**src/rtl/tmf_pkg.sv**
```systemverilog
package tmf_pkg;

  localparam int ADDR_W = 16;

  typedef enum logic [1:0] {
    TAG_NONE  = 2'd0,
    TAG_ENTRY = 2'd1,
    TAG_PLO   = 2'd2,
    TAG_PHI   = 2'd3
  } rd_tag_e;

  // entry address = row * width + column, map anchored at word 0.
  // Placing the column in the low bits also applies the width wrap.
  function automatic logic [ADDR_W-1:0] map_entry_addr(
    input logic [5:0] row,
    input logic [6:0] col,
    input logic [1:0] wsel
  );
    case (wsel)
      2'd0:    return {5'b0, row, col[4:0]};
      2'd1:    return {4'b0, row, col[5:0]};
      default: return {3'b0, row, col[6:0]};
    endcase
  endfunction

  // tile base = index * 16, word pair at +r and +8+r.
  function automatic logic [ADDR_W-1:0] tile_word_addr(
    input logic [11:0] idx,
    input logic        upper_pair,
    input logic [2:0]  trow
  );
    return {idx, upper_pair, trow};
  endfunction

  // pixel row in the map, wrapped to the configured height.
  function automatic logic [8:0] map_pixel_row(
    input logic [8:0] sy,
    input logic [8:0] line,
    input logic       hsel
  );
    logic [8:0] sum;
    sum = sy + line;
    return hsel ? sum : {1'b0, sum[7:0]};
  endfunction

endpackage

```
**src/rtl/tmf_line_latch.sv**
```systemverilog
module tmf_line_latch
  import tmf_pkg::*;
(
  input  logic       clk,
  input  logic       rst_n,
  input  logic       line_start,
  input  logic [9:0] scroll_x,
  input  logic [8:0] scroll_y,
  input  logic [8:0] line_num,
  input  logic [1:0] width_sel,
  input  logic       height_sel,
  output logic [6:0] lat_col0,
  output logic [2:0] lat_fine,
  output logic [5:0] lat_row,
  output logic [2:0] lat_trow,
  output logic [1:0] lat_wsel,
  output logic       lat_hsel
);

  logic [8:0] vy;
  assign vy = map_pixel_row(scroll_y, line_num, height_sel);

  // settings are captured only on the line-start edge.
  always_ff @(posedge clk or negedge rst_n) begin
    if (!rst_n) begin
      lat_col0 <= '0;
      lat_fine <= '0;
      lat_row  <= '0;
      lat_trow <= '0;
      lat_wsel <= '0;
      lat_hsel <= 1'b0;
    end else if (line_start) begin
      lat_col0 <= scroll_x[9:3];
      lat_fine <= scroll_x[2:0];
      lat_row  <= vy[8:3];
      lat_trow <= vy[2:0];
      lat_wsel <= width_sel;
      lat_hsel <= height_sel;
    end
  end

endmodule

```
**src/rtl/tmf_fetch_seq.sv**
```systemverilog
module tmf_fetch_seq #(
  parameter int LINE_PIXELS = 256
) (
  input  logic       clk,
  input  logic       rst_n,
  input  logic       line_start,
  input  logic [2:0] fine,
  output logic       ev_entry_req,
  output logic       ev_plo_req,
  output logic       ev_phi_req,
  output logic       ev_load,
  output logic [6:0] group7,
  output logic       pix_valid,
  output logic       active
);

  localparam int GROUPS = LINE_PIXELS / 8;
  localparam int LAST   = 8 * (GROUPS + 2) - 1;
  localparam int CNT_W  = $clog2(LAST + 1);
  localparam int GRP_W  = CNT_W - 3;

  logic [CNT_W-1:0] cnt;
  logic [2:0]       phase;
  logic [GRP_W-1:0] group;
  logic             fetch_ok;

  always_ff @(posedge clk or negedge rst_n) begin
    if (!rst_n) begin
      cnt    <= '0;
      active <= 1'b0;
    end else if (line_start) begin
      cnt    <= '0;
      active <= 1'b1;
    end else if (active) begin
      if (cnt == CNT_W'(LAST)) active <= 1'b0;
      else                     cnt    <= cnt + 1'b1;
    end
  end

  assign phase    = cnt[2:0];
  assign group    = cnt[CNT_W-1:3];
  assign group7   = 7'(group);
  assign fetch_ok = active && (32'(group) <= 32'(GROUPS));

  // entry at phase 0, plane words at phases 2 and 3.
  assign ev_entry_req = fetch_ok && (phase == 3'd0);
  assign ev_plo_req   = fetch_ok && (phase == 3'd2);
  assign ev_phi_req   = fetch_ok && (phase == 3'd3);
  assign ev_load      = fetch_ok && (phase == 3'd7);

  // dot d appears 8 + fine + d cycles after the line start.
  assign pix_valid = active
                  && (32'(cnt) >= 32'd8 + 32'(fine))
                  && (32'(cnt) <  32'(8 + LINE_PIXELS) + 32'(fine));

endmodule

```
**src/rtl/tmf_pixel_shifter.sv**
```systemverilog
module tmf_pixel_shifter (
  input  logic        clk,
  input  logic        rst_n,
  input  logic        load,
  input  logic [15:0] w_lo,
  input  logic [15:0] w_hi,
  input  logic [3:0]  pal_in,
  output logic [3:0]  color,
  output logic [3:0]  pal
);

  // four plane bytes, leftmost pixel in the MSB.
  for (genvar pl = 0; pl < 4; pl++) begin : g_plane
    logic [15:0] src;
    logic [7:0]  sh;
    assign src = (pl < 2) ? w_lo : w_hi;
    always_ff @(posedge clk or negedge rst_n) begin
      if (!rst_n)    sh <= '0;
      else if (load) sh <= src[8*(pl%2) +: 8];
      else           sh <= {sh[6:0], 1'b0};
    end
    assign color[pl] = sh[7];
  end

  // sub-palette follows the tile it came from.
  always_ff @(posedge clk or negedge rst_n) begin
    if (!rst_n)    pal <= '0;
    else if (load) pal <= pal_in;
  end

endmodule

```
**src/rtl/tilemap_fetch.sv**
```systemverilog
module tilemap_fetch
  import tmf_pkg::*;
#(
  parameter int          LINE_PIXELS = 256,
  parameter logic [15:0] OPEN_BUS    = 16'hFFFF
) (
  input  logic        clk,
  input  logic        rst_n,
  input  logic        line_start,
  input  logic [9:0]  scroll_x,
  input  logic [8:0]  scroll_y,
  input  logic [8:0]  line_num,
  input  logic [1:0]  width_sel,
  input  logic        height_sel,
  input  logic [15:0] rd_data,
  output logic        rd_req,
  output logic [15:0] rd_addr,
  output logic        pix_valid,
  output logic [3:0]  pix_color,
  output logic [3:0]  pix_pal
);

  logic [6:0]  lat_col0;
  logic [2:0]  lat_fine, lat_trow;
  logic [5:0]  lat_row;
  logic [1:0]  lat_wsel;
  logic        lat_hsel;

  logic        ev_entry_req, ev_plo_req, ev_phi_req, ev_load, active;
  logic [6:0]  group7;
  logic [6:0]  col;

  rd_tag_e     tag_q;
  logic        hi_q;
  logic [15:0] eff_data;
  logic [15:0] entry_q, wlo_q, whi_q;

  tmf_line_latch u_latch (
    .clk        (clk),
    .rst_n      (rst_n),
    .line_start (line_start),
    .scroll_x   (scroll_x),
    .scroll_y   (scroll_y),
    .line_num   (line_num),
    .width_sel  (width_sel),
    .height_sel (height_sel),
    .lat_col0   (lat_col0),
    .lat_fine   (lat_fine),
    .lat_row    (lat_row),
    .lat_trow   (lat_trow),
    .lat_wsel   (lat_wsel),
    .lat_hsel   (lat_hsel)
  );

  tmf_fetch_seq #(.LINE_PIXELS(LINE_PIXELS)) u_seq (
    .clk          (clk),
    .rst_n        (rst_n),
    .line_start   (line_start),
    .fine         (lat_fine),
    .ev_entry_req (ev_entry_req),
    .ev_plo_req   (ev_plo_req),
    .ev_phi_req   (ev_phi_req),
    .ev_load      (ev_load),
    .group7       (group7),
    .pix_valid    (pix_valid),
    .active       (active)
  );

  // column wraps because the address function keeps only width bits.
  assign col    = lat_col0 + group7;
  assign rd_req = ev_entry_req | ev_plo_req | ev_phi_req;

  always_comb begin
    rd_addr = '0;
    if (ev_entry_req)    rd_addr = map_entry_addr(lat_row, col, lat_wsel);
    else if (ev_plo_req) rd_addr = tile_word_addr(entry_q[11:0], 1'b0, lat_trow);
    else if (ev_phi_req) rd_addr = tile_word_addr(entry_q[11:0], 1'b1, lat_trow);
  end

  // unpopulated upper half reads as the open-bus constant.
  assign eff_data = hi_q ? OPEN_BUS : rd_data;

  always_ff @(posedge clk or negedge rst_n) begin
    if (!rst_n) begin
      tag_q   <= TAG_NONE;
      hi_q    <= 1'b0;
      entry_q <= '0;
      wlo_q   <= '0;
      whi_q   <= '0;
    end else begin
      hi_q  <= rd_req && rd_addr[15];
      tag_q <= ev_entry_req ? TAG_ENTRY :
               ev_plo_req   ? TAG_PLO   :
               ev_phi_req   ? TAG_PHI   : TAG_NONE;
      // data is taken the cycle after its request.
      case (tag_q)
        TAG_ENTRY: entry_q <= eff_data;
        TAG_PLO:   wlo_q   <= eff_data;
        TAG_PHI:   whi_q   <= eff_data;
        default:   ;
      endcase
    end
  end

  tmf_pixel_shifter u_shift (
    .clk    (clk),
    .rst_n  (rst_n),
    .load   (ev_load),
    .w_lo   (wlo_q),
    .w_hi   (whi_q),
    .pal_in (entry_q[15:12]),
    .color  (pix_color),
    .pal    (pix_pal)
  );

endmodule

```
**config.mk**
```make
export PLATFORM = sky130hd
export DESIGN_NAME = tilemap_fetch
export DESIGN_NICKNAME = d
export VERILOG_FILES = /design/src/rtl/tmf_pkg.sv /design/src/rtl/tmf_line_latch.sv /design/src/rtl/tmf_fetch_seq.sv /design/src/rtl/tmf_pixel_shifter.sv /design/src/rtl/tilemap_fetch.sv
export SDC_FILE = /design/constraint.sdc
export NUM_CORES = 1
export LEC_CHECK = 0
export CAP_MARGIN = 20
export CORE_MARGIN = 3
export CORE_UTILIZATION = 55
export DETAILED_ROUTE_END_ITERATION = 8
export GPL_TIMING_DRIVEN = 0
export PLACE_DENSITY = 0.87
export SLEW_MARGIN = 15
export SYNTH_ARGS = -nofsm -noshare
export SYNTH_HDL_FRONTEND = slang
export SYNTH_SLANG_ARGS = --single-unit
```
**constraint.sdc**
```tcl
create_clock -name clk -period 2.9 [get_ports clk]
set_input_delay 0.58 -clock clk [delete_from_list [all_inputs] [get_ports clk]]
set_output_delay 0.58 -clock clk [all_outputs]
set_load 0.1 [all_outputs]
```
==> results.ini, run 1 <==
[sta]
rsz0062_at_grt=yes
worst_pin_slew_ns=0.9757
max_clock_freq_mhz=307.7
finalCriticalPeriod_ns=3.249
drv_slew=0
relSlewSlack=0.3475
setup_viol=18
hold_viol=0
finalCritPeriodShare=1.120
layout_setup_ws_ns=-0.3494
skew_ns=0.007746

[global_route]
grt_max_degree=83
grt_antenna_before_repair=0
grt.total_usage=0.2956
grt_pass1_wl_um=25820
grt_pass1_vias=4986
globalRoute.totalOverflow=0

[worst_hold_path]
hp-start=wlo_q[13]
hold_path.class=flip-flop to flip-flop

[cells_and_area]
final_nets=710
final_common_cell=dfrtp_1
layout.cells.non_filler=782
area_delta_synth_final_pct=38.57
fill_cells=505
n_antenna_cell=0
final_cell_mix=113 x dfrtp_1, 60 x nor2_1, 55 x clkdlybuf4s50_1
drive_gt1_frac=0.2712
fin_util=0.7912
final_area_um2=7840

[drt]
vias=4954
top_layer_used=met4
ant_nets=0
vias_per_cell=6.335
route.detailed.drc=0
dr_wl_met3_um=1746
routedWlPerCell_um=23.29
wl_met2_um=8709
wl_met1_um=6316
drt_pass1_iterations=6
drt_iter0_drc=578
drt-total-wl_um=18210

[critical_path]
crit_end=rd_addr[12]
crit_arrival_ns=2.67
ff2ff_setup_slack_ns=0.74
crit_start=u_seq.cnt[4]
crit_cells=6
cp_slowest_cell=nor4_4
crit_chain=nor4_4 > a31oi_4 > nor2_4 > buf_6 > a32o_1 > buf_12
cp_max_fo=6
crit_buf_inv=2
cp-end-kind=output port
max_stage_delay_ns=0.53
r2r-start=u_seq.cnt[4]
critPathTopFamily=simple AND/OR/NAND/NOR gates
r2r-end=u_seq.cnt[4]
cp_data_required_time_ns=2.32
timing_worst_setup_path_type=flip-flop to output port
worstRegToRegCells=5
start_kind=flip-flop

[yosys]
synth-edff-count=0
syn_nets=603
synth_area_um2=5658
yosysWarnings=0
ys_types=45
yosys.area.top_type=dfrtp_1
synthArstFlopShare=1.000
synth_top_area_share=0.5219
synth_ff_type=dfrtp_1
yosys_register_bits=118
yosysSeqAreaShare=0.5219
synth_area_leaders=dfrtp_1 52%, mux2_4 6.9%, ha_1 4.9%
syn_avg_cell_area_um2=10.70
syn_inst=529

[place]
port_buffers=74
place_inst=737
pre_cts_slack_ns=-1.052
gp_congestion=0.8457
place_area_um2=6599
post-dp-hpwl_um=9601

[job]
drv_cap=0

[floorplan]
ios=76
die_w_um=107.4
die_y_um=107.4
core_um2=9910
initial_core_util=0.5710
dieArea_um2=11540
placementRows=36

[pwr]
p_per_area_nw_per_um2=790.9
irDropWorstVdd_mv=0.4137
p_leak_nw=3.609
finalPower_mw=6.201

[clocking]
clock_latency_ns=0.54
root_buffer=clkbuf_8
numCtsBuffers=17
clockBufferDepth=2
cts_tree=done
htree_levels=4
path_clk_slew_ns=0.06
cts.sinks=118

[outcome]
violations=setup timing
status=finished, violations left

[power breakdown]
part	switching [mW]	leakage [nW]	internal, mW
registers	0.295	1.47	2.01
clock network	0.830	0.296	1.43
logic	1.04	1.85	0.595
[Yosys cell counts, types with 3 or more instances]
cell,number
o21bai_1,3
nand3_1,6
xnor2_1,9
buf_4,4
mux2i_1,6
o21ai_0,55
dfrtp_1,118
nand2_1,50
a21oi_1,31
xor2_1,3
inv_1,19
a21o_1,5
a32o_1,3
buf_6,3
and2_1,5
nand4_1,3
nand2b_1,9
o22ai_1,3
ha_1,22
nor2b_1,3
nor3_1,3
mux2_2,20
nor2_1,62
a211oi_1,8
mux2_4,26
a31oi_1,4
clkbuf_1,21
[layout make-up]
class	count	area, um2	share of cell area
plain buffers	29	161.4	0.02059
well taps	133	166.4	0.02123
inverters	19	71.32	0.009097
clock inverters	14	197.7	0.02522
repair buffers	89	1060	0.1352
multi-input cells	362	2796	0.3567
flip-flops and latches	118	2959	0.3774
clock buffers	18	427.9	0.05458
[kinds of logic (layout without fill, tap and decap cells)]
logic type / count (synthesis) / count (layout) / share of synthesized area
xor gates and xnor gates: 12 / 12 / 0.01858
DFF: 118 / 118 / 0.5219
AOI/OAI and AO/OA: 120 / 120 / 0.1223
adders and majority gates: 24 / 24 / 0.05573
muxes: 52 / 52 / 0.1194
and+or+nand+nor: 154 / 154 / 0.1225
buffers and inverters: 49 / 169 / 0.03959
[worst min-delay path by stage]
stage,to,cells after the start
floorplan,entry_q[0],0
global placement,entry_q[10],2
detailed placement,u_shift.g_plane[3].sh[2],1
CTS,u_shift.g_plane[1].sh[2],1
global route,u_shift.g_plane[2].sh[4],1
finish,wlo_q[13],2
[sequential cells by signal, summed over array words and instances, names as in the netlist]
| register | count |
|---|---|
| tag_q | 2 |
| u_latch.lat_col0 | 7 |
| u_seq.cnt | 9 |
| u_latch.lat_fine | 3 |
| u_latch.lat_row | 6 |
| u_shift.pal | 4 |
| u_seq.active | 1 |
| hi_q | 1 |
| wlo_q | 16 |
| u_latch.lat_wsel | 2 |
| u_shift.g_plane.sh | 32 |
| whi_q | 16 |
| u_latch.lat_trow | 3 |
| entry_q | 16 |
[per-layer routing]
layer / GRT usage / vias up
met4: 0.1298 / 0
li1: - / 2030
met3: 0.09598 / 130
met2: 0.4915 / 404
met5: 0 / -
met1: 0.3516 / 2390
[repair_timing]
item	4_1_cts	5_1_grt
hold buffers	1	0
pin swaps	10	26
setup endpoints to repair	18	18
endpoints found under the hold margin	36	0
resized for setup	191	52
gates cloned	1	0
buffers inserted	9	3
[through the flow]
step / hold slack [ns] / setup TNS (ns)
5_1_grt: 0.5027 / -4.611
3_5_place_dp: 0.4650 / -14.48
2_1_floorplan: 0.2844 / -3.451
6_report: 0.4799 / -4.549
4_1_cts: 0.4800 / -0.4137
3_3_place_gp: 0.4564 / -361.90
[worst min-delay path: cells and delay by family (launching register included)]
family | cells | cell delay (ns)
AO/OA/AOI/OAI | 1 | 0.06
flip-flops | 1 | 0.34
AND/OR/NAND/NOR | 1 | 0.04
Note: power is estimated with default switching activity, not from simulation.
==> run 2, diff against run 1 <==
--- a/config.mk
+++ b/config.mk
@@ -5,7 +5,7 @@
 export SDC_FILE = /design/constraint.sdc
 export NUM_CORES = 1
 export LEC_CHECK = 0
-export CAP_MARGIN = 20
+export CORE_ASPECT_RATIO = 1.2
 export CORE_MARGIN = 3
 export CORE_UTILIZATION = 55
 export DETAILED_ROUTE_END_ITERATION = 8
==> run 2 against run 1 <==
  * The run still ends with setup timing left
  * Routed wire length is 7.1% lower
  * Sequential share of layout area is 0.48 points higher
  * Utilization increased by 0.24 points
  * Critical path type unchanged
  * Critical endpoint is now rd_addr[4]
  * Largest power group unchanged
  * Highest routed layer unchanged
==> results.ini, run 2 (synthesis gave the netlist of run 1 again) <==
[clocking]
cts_tree=done
clock_latency_ns=0.41  ; -0.13 ns
root_buffer=clkbuf_16
htree_levels=4  ; unchanged
numCtsBuffers=17  ; unchanged
clockBufferDepth=2  ; unchanged
path_clk_slew_ns=0.06  ; about the same
cts.sinks=118  ; unchanged

[floorplan]
core_um2=9759  ; -1.5%
die_w_um=98.59  ; -8.2%
dieArea_um2=11550  ; about the same
ios=76  ; unchanged
placementRows=39  ; +8.3%
initial_core_util=0.5797  ; +0.008784
die_y_um=117.1  ; +9.0%

[sta]
relSlewSlack=0.3441  ; -0.003405
layout_setup_ws_ns=-0.1683  ; +0.1812 ns
hold_viol=0  ; unchanged
max_clock_freq_mhz=325.9  ; +5.9%
finalCritPeriodShare=1.058  ; -0.06248
rsz0062_at_grt=yes
skew_ns=0.008091  ; +0.0003446 ns
drv_slew=0  ; unchanged
finalCriticalPeriod_ns=3.068  ; -0.1812 ns
worst_pin_slew_ns=0.9808  ; +0.005090 ns
setup_viol=12  ; -6
worst_hold_slack_ns=0.06018  ; -0.4197 ns

[cells_and_area]
final_nets=711  ; +0.14%
final_common_cell=dfrtp_1
largest-register=u_shift.g_plane.sh
fill_cells=523  ; +3.6%
final_area_um2=7745  ; -1.2%
drive_gt1_frac=0.2708  ; -0.0004172
area_delta_synth_final_pct=36.89
final_cell_mix=112 x dfrtp_1, 59 x nor2_1, 55 x clkdlybuf4s50_1
largest_reg_flops=32  ; unchanged
n_antenna_cell=0  ; unchanged

[critical_path]
cp_data_required_time_ns=2.32  ; about the same
crit_buf_inv=2  ; unchanged
crit_arrival_ns=2.49  ; -0.18 ns
critPathTopFamily=compound AO/OA/AOI/OAI gates
max_stage_delay_ns=0.40  ; -0.13 ns
timing_worst_setup_path_type=flip-flop to output port
cp_slowest_cell=dfrtp_1
cp-end-kind=output port
crit_chain=ha_4 > inv_1 > fa_2 > nand2b_4 > nand2b_1 > nand2_1 > a21oi_1 > a22o_4 > buf_12
start_kind=flip-flop
cp_max_fo=3  ; -3
ff2ff_setup_slack_ns=0.80  ; +0.06 ns

[global_route]
grt_pass1_vias=4714  ; -5.5%
grt.total_usage=0.2675  ; -0.02802
grt_antenna_before_repair=0  ; unchanged
globalRoute.totalOverflow=0  ; unchanged
grt_max_degree=85  ; +2.4%
grt_pass1_wl_um=23790  ; -7.9%

[outcome]
status=finished, violations left
violations=setup timing

[pwr]
finalPower_mw=5.763  ; -7.1%
p_leak_nw=3.546  ; -1.8%
p_per_area_nw_per_um2=744.1  ; -5.9%
irDropWorstVdd_mv=0.4455  ; +7.7%

[job]
drv_cap=0  ; unchanged

[drt]
drt_pass1_iterations=6  ; unchanged
route.detailed.drc=0  ; unchanged
routedWlPerCell_um=21.88  ; -6.0%
drt_iter0_drc=459  ; -21%
drt-total-wl_um=16920  ; -7.1%
vias_per_cell=6.102  ; -3.7%
vias=4717  ; -4.8%
ant_nets=0  ; unchanged

[worst_hold_path]
hold_path.class=input pin to async pin

[place]
port_buffers=74  ; unchanged
place_area_um2=6586  ; -0.19%
gp_congestion=0.8386  ; -0.84%
post-dp-hpwl_um=9558  ; -0.44%

[run 2: path summary, 6_finish.rpt]
check | startpoint | endpoint | cells after the start
worst max-delay path | u_latch.lat_col0[0] | rd_addr[4] | 9
worst min-delay path | rst_n | u_shift.g_plane[0].sh[6] | 1
worst max register to register | u_seq.cnt[5] | u_seq.cnt[4] | 5
worst min register to register | u_shift.g_plane[2].sh[5] | u_shift.g_plane[2].sh[6] | 1
max in group asynchronous | rst_n | u_seq.cnt[7] | 2
min in group clk | u_shift.g_plane[2].sh[5] | u_shift.g_plane[2].sh[6] | 1
[run 2: what timing repair did]
item / CTS / global route
gates resized for setup: 143 / 97
cloned: 0 / 1
pin swaps: 7 / 14
hold buffers: 0 / 0
buffers inserted: 7 / 6
endpoints found under the setup margin: 18 / 18
[run 2: final cells by class]
class                           count  area [um2]  share of cell area
Clock inverter                     14       105.1             0.01357
Sequential cell                   118        2960              0.3822
Inverter                           19       71.32            0.009208
Tap cell                          123       153.9             0.01987
Clock buffer                       18       429.2             0.05541
Buffer                             30       167.7             0.02165
Timing Repair Buffer               89        1065              0.1375
Multi-Input combinational cell    362        2793              0.3606
[run 2: metrics by stage]
stage	std cells	utilization	setup TNS (ns)	setup slack, ns
after global routing	773	0.7936	-1.877	-0.2695
after global placement	726	0.6719	-364.37	-2.990
after CTS	766	0.7474	-0.03411	-0.01855
after floorplan	529	-	-3.451	-0.4872
after detailed placement	727	0.6749	-13.92	-0.9701
final	773	0.7936	-0.8689	-0.1683
[run 2: power breakdown]
group | leakage, nW | internal [mW] | total (mW) | switching [mW]
clock network | 0.249 | 1.09 | 1.90 | 0.801
logic | 1.83 | 0.600 | 1.59 | 0.995
registers | 1.46 | 2.01 | 2.27 | 0.260
total | 3.55 | 3.71 | 5.76 | 2.06
[run 2: routing by layer]
metal	routed length, um	track usage	vias to the layer above
li1	-	-	2044
met5	0	0	-
met2	8887	0.4763	277
met4	980	0.1257	0
met3	1020	0.05987	81
met1	6027	0.3093	2315
